`config.mk`:
```
export PLATFORM = sky130hd
export DESIGN_NAME = spinlock_bank
export DESIGN_NICKNAME = d
export VERILOG_FILES = /design/src/rtl/spinlock_pkg.sv /design/src/rtl/spin_arbiter.sv /design/src/rtl/spin_decoder.sv /design/src/rtl/spin_lock_cell.sv /design/src/rtl/spinlock_bank.sv
export SDC_FILE = /design/constraint.sdc
export NUM_CORES = 1
export LEC_CHECK = 0
export ABC_CLOCK_PERIOD_IN_PS = 3150
export CAP_MARGIN = 40
export CELL_PAD_IN_SITES_DETAIL_PLACEMENT = 1
export CELL_PAD_IN_SITES_GLOBAL_PLACEMENT = 2
export CORE_ASPECT_RATIO = 1.5
export CORE_UTILIZATION = 23
export CTS_CLUSTER_DIAMETER = 80
export DETAILED_ROUTE_END_ITERATION = 8
export GPL_ROUTABILITY_DRIVEN = 0
export PLACE_DENSITY = 0.76
export SYNTH_ARGS = -nofsm -noshare
export SYNTH_HDL_FRONTEND = slang
export SYNTH_SLANG_ARGS = --single-unit
export TNS_END_PERCENT = 10
```
`constraint.sdc`:
```
create_clock -name clk_i -period 3.15 [get_ports clk_i]
set_input_delay 0.63 -clock clk_i [delete_from_list [all_inputs] [get_ports clk_i]]
set_output_delay 0.63 -clock clk_i [all_outputs]
set_load 0.01 [all_outputs]
```
`src/rtl/spinlock_pkg.sv`:
```
`timescale 1ns/1ps
package spinlock_pkg;

    localparam int unsigned DATA_W         = 32;
    // Word offsets (byte offset >> 2) of the fixed registers.
    localparam int unsigned SIZE_WORD      = 0;    // byte 0x000
    localparam int unsigned MAP_WORD       = 4;    // byte 0x010
    localparam int unsigned LOCK_BASE_WORD = 64;   // byte 0x100
    localparam int unsigned MAP_BITS       = 32;

    typedef enum logic [2:0] {
        ACC_NONE,
        ACC_LOCK_TAKE,
        ACC_LOCK_RELEASE,
        ACC_SIZE_READ,
        ACC_MAP_READ,
        ACC_VOID_READ,
        ACC_VOID_WRITE
    } acc_kind_e;

    typedef enum logic {
        LK_FREE = 1'b0,
        LK_HELD = 1'b1
    } lock_state_e;

    function automatic logic [3:0] size_code(input int unsigned n);
        case (n)
            32:      return 4'd1;
            64:      return 4'd2;
            128:     return 4'd3;
            256:     return 4'd4;
            default: return 4'd0;
        endcase
    endfunction

endpackage

```
`src/rtl/spin_arbiter.sv`:
```
`timescale 1ns/1ps
module spin_arbiter #(
    parameter int unsigned NUM_MASTERS = 2,
    localparam int unsigned MW = (NUM_MASTERS > 1) ? $clog2(NUM_MASTERS) : 1
) (
    input  logic [NUM_MASTERS-1:0] req_i,
    output logic [NUM_MASTERS-1:0] gnt_o,
    output logic [MW-1:0]          win_o,
    output logic                   any_o
);

    // Scan from the top down so that the lowest requesting index wins.
    always_comb begin
        gnt_o = '0;
        win_o = '0;
        for (int m = NUM_MASTERS - 1; m >= 0; m--) begin
            if (req_i[m]) begin
                gnt_o    = '0;
                gnt_o[m] = 1'b1;
                win_o    = MW'(m);
            end
        end
        any_o = |req_i;
    end

endmodule

```
`src/rtl/spin_decoder.sv`:
```
`timescale 1ns/1ps
module spin_decoder
    import spinlock_pkg::*;
#(
    parameter int unsigned NUM_LOCKS = 32,
    parameter int unsigned ADDR_W    = 12,
    localparam int unsigned IDX_W    = $clog2(NUM_LOCKS),
    localparam int unsigned WORD_W   = ADDR_W - 2
) (
    input  logic              valid_i,
    input  logic              we_i,
    input  logic [ADDR_W-1:0] addr_i,
    input  logic [DATA_W-1:0] wdata_i,
    output acc_kind_e         kind_o,
    output logic [IDX_W-1:0]  idx_o
);

    localparam logic [WORD_W-1:0] LOCK_LO = WORD_W'(LOCK_BASE_WORD);
    localparam logic [WORD_W-1:0] LOCK_HI = WORD_W'(LOCK_BASE_WORD + NUM_LOCKS);
    localparam logic [WORD_W-1:0] SIZE_W  = WORD_W'(SIZE_WORD);
    localparam logic [WORD_W-1:0] MAP_W   = WORD_W'(MAP_WORD);

    logic [WORD_W-1:0] word;
    logic              aligned;
    logic              in_locks;

    always_comb begin
        word     = addr_i[ADDR_W-1:2];
        aligned  = (addr_i[1:0] == 2'b00);
        in_locks = aligned && (word >= LOCK_LO) && (word < LOCK_HI);
        idx_o    = IDX_W'(word - LOCK_LO);
    end

    always_comb begin
        kind_o = ACC_NONE;
        if (valid_i) begin
            if (in_locks) begin
                if (!we_i)                kind_o = ACC_LOCK_TAKE;
                else if (wdata_i == '0)   kind_o = ACC_LOCK_RELEASE;
                else                      kind_o = ACC_VOID_WRITE;
            end else if (we_i) begin
                kind_o = ACC_VOID_WRITE;
            end else if (aligned && word == SIZE_W) begin
                kind_o = ACC_SIZE_READ;
            end else if (aligned && word == MAP_W) begin
                kind_o = ACC_MAP_READ;
            end else begin
                kind_o = ACC_VOID_READ;
            end
        end
    end

endmodule

```
`src/rtl/spin_lock_cell.sv`:
```
`timescale 1ns/1ps
module spin_lock_cell
    import spinlock_pkg::*;
(
    input  logic clk_i,
    input  logic rst_ni,
    input  logic take_i,
    input  logic release_i,
    output logic held_o
);

    lock_state_e state_q;
    lock_state_e state_d;

    // Next state: take moves FREE->HELD, release moves HELD->FREE.
    always_comb begin
        state_d = state_q;
        unique case (state_q)
            LK_FREE: if (take_i)    state_d = LK_HELD;
            LK_HELD: if (release_i) state_d = LK_FREE;
            default:                state_d = LK_FREE;
        endcase
    end

    always_ff @(posedge clk_i) begin
        if (!rst_ni) state_q <= LK_FREE;
        else         state_q <= state_d;
    end

    always_comb begin
        held_o = (state_q == LK_HELD);
    end

endmodule

```
`src/rtl/spinlock_bank.sv`:
```
`timescale 1ns/1ps
module spinlock_bank
    import spinlock_pkg::*;
#(
    parameter int unsigned NUM_LOCKS   = 32,
    parameter int unsigned NUM_MASTERS = 2,
    parameter int unsigned ADDR_W      = 12
) (
    input  logic                          clk_i,
    input  logic                          rst_ni,
    input  logic [NUM_MASTERS-1:0]        req_i,
    input  logic [NUM_MASTERS-1:0]        we_i,
    input  logic [NUM_MASTERS*ADDR_W-1:0] addr_i,
    input  logic [NUM_MASTERS*DATA_W-1:0] wdata_i,
    output logic [NUM_MASTERS-1:0]        gnt_o,
    output logic [NUM_MASTERS-1:0]        rvalid_o,
    output logic [DATA_W-1:0]             rdata_o
);

    localparam int unsigned IDX_W     = $clog2(NUM_LOCKS);
    localparam int unsigned MW        = (NUM_MASTERS > 1) ? $clog2(NUM_MASTERS) : 1;
    localparam logic [3:0]  SIZE_CODE = size_code(NUM_LOCKS);

    if (SIZE_CODE == 4'd0) begin : g_bad_size
        $error("NUM_LOCKS must be 32, 64, 128 or 256");
    end
    if ((LOCK_BASE_WORD + NUM_LOCKS) > (1 << (ADDR_W - 2))) begin : g_bad_addr
        $error("ADDR_W too small for the lock region");
    end

    logic [MW-1:0]           win;
    logic                    any_req;
    logic                    win_we;
    logic [ADDR_W-1:0]       win_addr;
    logic [DATA_W-1:0]       win_wdata;
    acc_kind_e               kind;
    logic [IDX_W-1:0]        idx;
    logic [NUM_LOCKS-1:0]    lock_held;
    logic [DATA_W-1:0]       rd_d;
    logic [NUM_MASTERS-1:0]  rvalid_q;
    logic [DATA_W-1:0]       rdata_q;

    spin_arbiter #(.NUM_MASTERS(NUM_MASTERS)) arb_i (
        .req_i (req_i),
        .gnt_o (gnt_o),
        .win_o (win),
        .any_o (any_req)
    );

    always_comb begin
        win_we    = we_i[win];
        win_addr  = addr_i[win*ADDR_W +: ADDR_W];
        win_wdata = wdata_i[win*DATA_W +: DATA_W];
    end

    spin_decoder #(.NUM_LOCKS(NUM_LOCKS), .ADDR_W(ADDR_W)) dec_i (
        .valid_i (any_req),
        .we_i    (win_we),
        .addr_i  (win_addr),
        .wdata_i (win_wdata),
        .kind_o  (kind),
        .idx_o   (idx)
    );

    for (genvar i = 0; i < NUM_LOCKS; i++) begin : g_lock
        logic take;
        logic rel;
        always_comb begin
            take = (kind == ACC_LOCK_TAKE)    && (idx == IDX_W'(i));
            rel  = (kind == ACC_LOCK_RELEASE) && (idx == IDX_W'(i));
        end
        spin_lock_cell cell_i (
            .clk_i     (clk_i),
            .rst_ni    (rst_ni),
            .take_i    (take),
            .release_i (rel),
            .held_o    (lock_held[i])
        );
    end

    // Read value: the state before this access (old state for a take).
    always_comb begin
        rd_d = '0;
        unique case (kind)
            ACC_LOCK_TAKE: rd_d = {{(DATA_W-1){1'b0}}, lock_held[idx]};
            ACC_SIZE_READ: rd_d = {SIZE_CODE, {(DATA_W-4){1'b0}}};
            ACC_MAP_READ:  rd_d = lock_held[MAP_BITS-1:0];
            default:       rd_d = '0;
        endcase
    end

    always_ff @(posedge clk_i) begin
        if (!rst_ni) begin
            rvalid_q <= '0;
            rdata_q  <= '0;
        end else begin
            rvalid_q <= gnt_o & ~we_i;
            rdata_q  <= rd_d;
        end
    end

    always_comb begin
        rvalid_o = rvalid_q;
        rdata_o  = rdata_q;
    end

endmodule

```
==> impl_metrics.json <==
{
  "synth_edf_count": 0,
  "worst_slew_pin_slew_ns": 0.467,
  "yosysWarnings": 0,
  "vias": 3107,
  "setup_viol": 0,
  "ys_ff_latch": 66,
  "cts_max_path_buffers": 2,
  "busiest_layer": "met2",
  "cp.required_ns": 3.38,
  "wirelength_mm": 10.5,
  "clock_sinks": 66,
  "fin_util": 0.374,
  "io_buffers": 129,
  "wl_per_cell_um": 17.0,
  "path_clk_slew_ns": 0.06,
  "cts_buffers": 9,
  "chipHeight_um": 145,
  "rsz0062_at_grt": "no",
  "setup.worst_path.start_class": "input port",
  "netlist_area_um2": 3150,
  "peakVddDrop_uv": 292,
  "areaGrowthSynthToFinish_pct": 58.9,
  "synth.distinct_cells": 61,
  "n_fill_cell": 1534,
  "cts_hold_buf": 0,
  "synth_ff_type": "dfxtp_1",
  "post_cts_buffers": 0,
  "synth.top_cell.area_share": 0.419,
  "met2_usage": 0.300,
  "finalNetCount": 542,
  "status": "finished clean",
  "gr-usage-met3": 0.0288,
  "grt_start_max_net_pins": 33,
  "rows": 52,
  "antenna_found_initial": 0,
  "first_global_vias": 3284,
  "min_path_type": "reg2reg",
  "placed_area_um2": 4700,
  "drc": 0,
  "ys_async_sr_fraction": 0,
  "slew_viol_final": 0,
  "final.setup_skew_ns": 0.00600,
  "die_w_um": 97.6,
  "grt_first_pass_wirelength_mm": 16.5,
  "worst_hold_slack_ns": 0.494,
  "postSynthCellCount": 308,
  "overflow": 0,
  "fmax_mhz": 344,
  "regArea_um2": 1320,
  "layout-drive-gt1-share": 0.152,
  "grt_use_met1": 0.140,
  "synth.net_count": 402,
  "maxCapViolCount": 0,
  "multiInputGateArea_um2": 1700,
  "drtAntennaViolNets": 0,
  "synth_area_leaders": "dfxtp_1 (42%), o31ai_1 (8.1%), and2_1 (6.6%), o211ai_1 (5.7%), o211ai_2 (4.4%)",
  "cts-resized-gates": 0,
  "hold_viol": 0,
  "cts-root-buf": "clkbuf_16",
  "die-area_um2": 14200,
  "first_pass_iters": 4,
  "power_density_nw_per_um2": 423,
  "path_class": "in2reg",
  "drtIter0Drc": 100,
  "worstSetupEndpointType": "flop",
  "clk_latency_ns": 0.33,
  "ys_seq_area_frac": 0.419,
  "netlist.top_cell.by_area": "dfxtp_1",
  "drt-vias-per-instance": 5.05,
  "fin_crit_sh": 0.922,
  "postLayoutCellArea_um2": 5010,
  "slew_headroom": 0.689,
  "htree_levels": 3,
  "antennaDiodeCount": 0,
  "period_needed_ns": 2.91,
  "grtUsageTotal": 0.149,
  "syn_avg_cell_area_um2": 10.2,
  "core-area_um2": 13400,
  "arrival_ns": 3.14,
  "hpwl_mm": 8.59,
  "cts_tree": "yes",
  "initial_core_util": 0.235,
  "finalWorstSetupSlack_ns": 0.244,
  "io_pins": 130,
  "p_leak_nw": 1.80,
  "crit_fanout": 16,
  "pre_cts_ws_ns": -0.0943
}
[worst paths after layout]
check / cells after the start / startpoint / endpoint / slack, ns
hold reg to reg: 1 / g_lock[19].cell_i.held_o$_SDFF_PN0_ / g_lock[19].cell_i.held_o$_SDFF_PN0_ / 0.49
setup / recovery: 9 / req_i[1] / g_lock[21].cell_i.held_o$_SDFF_PN0_ / 0.24
hold / removal: 1 / g_lock[19].cell_i.held_o$_SDFF_PN0_ / g_lock[19].cell_i.held_o$_SDFF_PN0_ / 0.49
setup reg to reg: 4 / g_lock[22].cell_i.held_o$_SDFF_PN0_ / rdata_o[0]$_SDFF_PN0_ / 1.44
[where the power goes]
| part | leakage [nW] | total [mW] | switching [mW] | internal, mW |
|---|---|---|---|---|
| Clock | 0.146 | 1.00 | 0.383 | 0.619 |
| Combinational | 1.12 | 0.280 | 0.119 | 0.161 |
| Sequential | 0.532 | 0.837 | 0.000361 | 0.836 |
| Total | 1.80 | 2.12 | 0.502 | 1.62 |
[per-stage QoR]
| step | TNS [ns] | std cells | power [mW] |
|---|---|---|---|
| after floorplan | 0 | 308 | 0.956 |
| after global placement | -0.733 | 599 | 1.13 |
| after detailed placement | -1.65 | 599 | 1.14 |
| after CTS | 0 | 615 | 2.15 |
| after global routing | 0 | 615 | 2.19 |
| final | 0 | 615 | 2.12 |
[cell type report]
cell class | instances | share of cell area
multi-input cells | 219 | 0.340
repair buffers | 146 | 0.291
flip-flops and latches | 66 | 0.264
clock buffers | 9 | 0.0450
well taps | 162 | 0.0405
clock inverters | 7 | 0.0155
inverters | 6 | 0.00450
[cell usage after synthesis, drive strengths merged (2+ instances only)]
library cell and instances:
mux2 5, nand4 5, buf 12, a22oi 2, o31ai 36, and2 33, or4b 3, nor4 17
nand3 4, inv 6, nor2 6, and3 2, mux2i 10, a31oi 3, o21ai 3, o211ai 35
mux4 2, clkbuf 4, dfxtp 66, nor3b 2, or4 2, a21oi 4, nand2 19, nor3 4
nand2b 2, or3 2
[worst max-delay path, cell delays in order]
cell             delay [ns]
clkdlybuf4s50_1        0.61
nand2b_2               0.17
buf_4                  0.21
and4b_1                0.22
or2_1                  0.22
a31oi_2                0.22
and3b_2                0.30
nand3b_4               0.23
o31ai_1                0.32
[metal layers]
| layer | routed length, um | part of all wire |
|---|---|---|
| met1 | 3640 | 0.35 |
| met2 | 5960 | 0.57 |
| met3 | 598 | 0.057 |
| met4 | 273 | 0.026 |
| met5 | 0 | 0 |
[cell families (layout without fill, tap and decap cells)]
family	count (synthesis)	after routing	synth area share
and+or+nand+nor	108	108	0.222
buffers and inverters	23	168	0.0409
DFF	66	66	0.419
muxes	17	17	0.0675
AOI/OAI and AO/OA	94	94	0.250
[sequential cells by signal (all words and copies together), names as in the netlist]
signal / flops
g_lock.cell_i.held_o: 32
rdata_o: 32
rvalid_o: 2
[layout by cell type (no fill, tap or decap), types with 4 or more instances in the layout]
| cell | netlist | routed |
|---|---|---|
| buf_4 | 4 | 14 |
| dfxtp_1 | 66 | 66 |
| nand4_1 | 5 | 5 |
| clkbuf_16 | 0 | 9 |
| clkdlybuf4s50_1 | 0 | 129 |
| mux2i_1 | 8 | 8 |
| nor2_1 | 6 | 6 |
| inv_1 | 5 | 5 |
| o211ai_1 | 24 | 24 |
| o31ai_1 | 34 | 34 |
| a21oi_1 | 4 | 4 |
| and2_1 | 33 | 33 |
| nor4_1 | 16 | 16 |
| o211ai_2 | 11 | 11 |
| nand2_1 | 18 | 18 |
No activity file was read; power rests on OpenSTA's default activity.
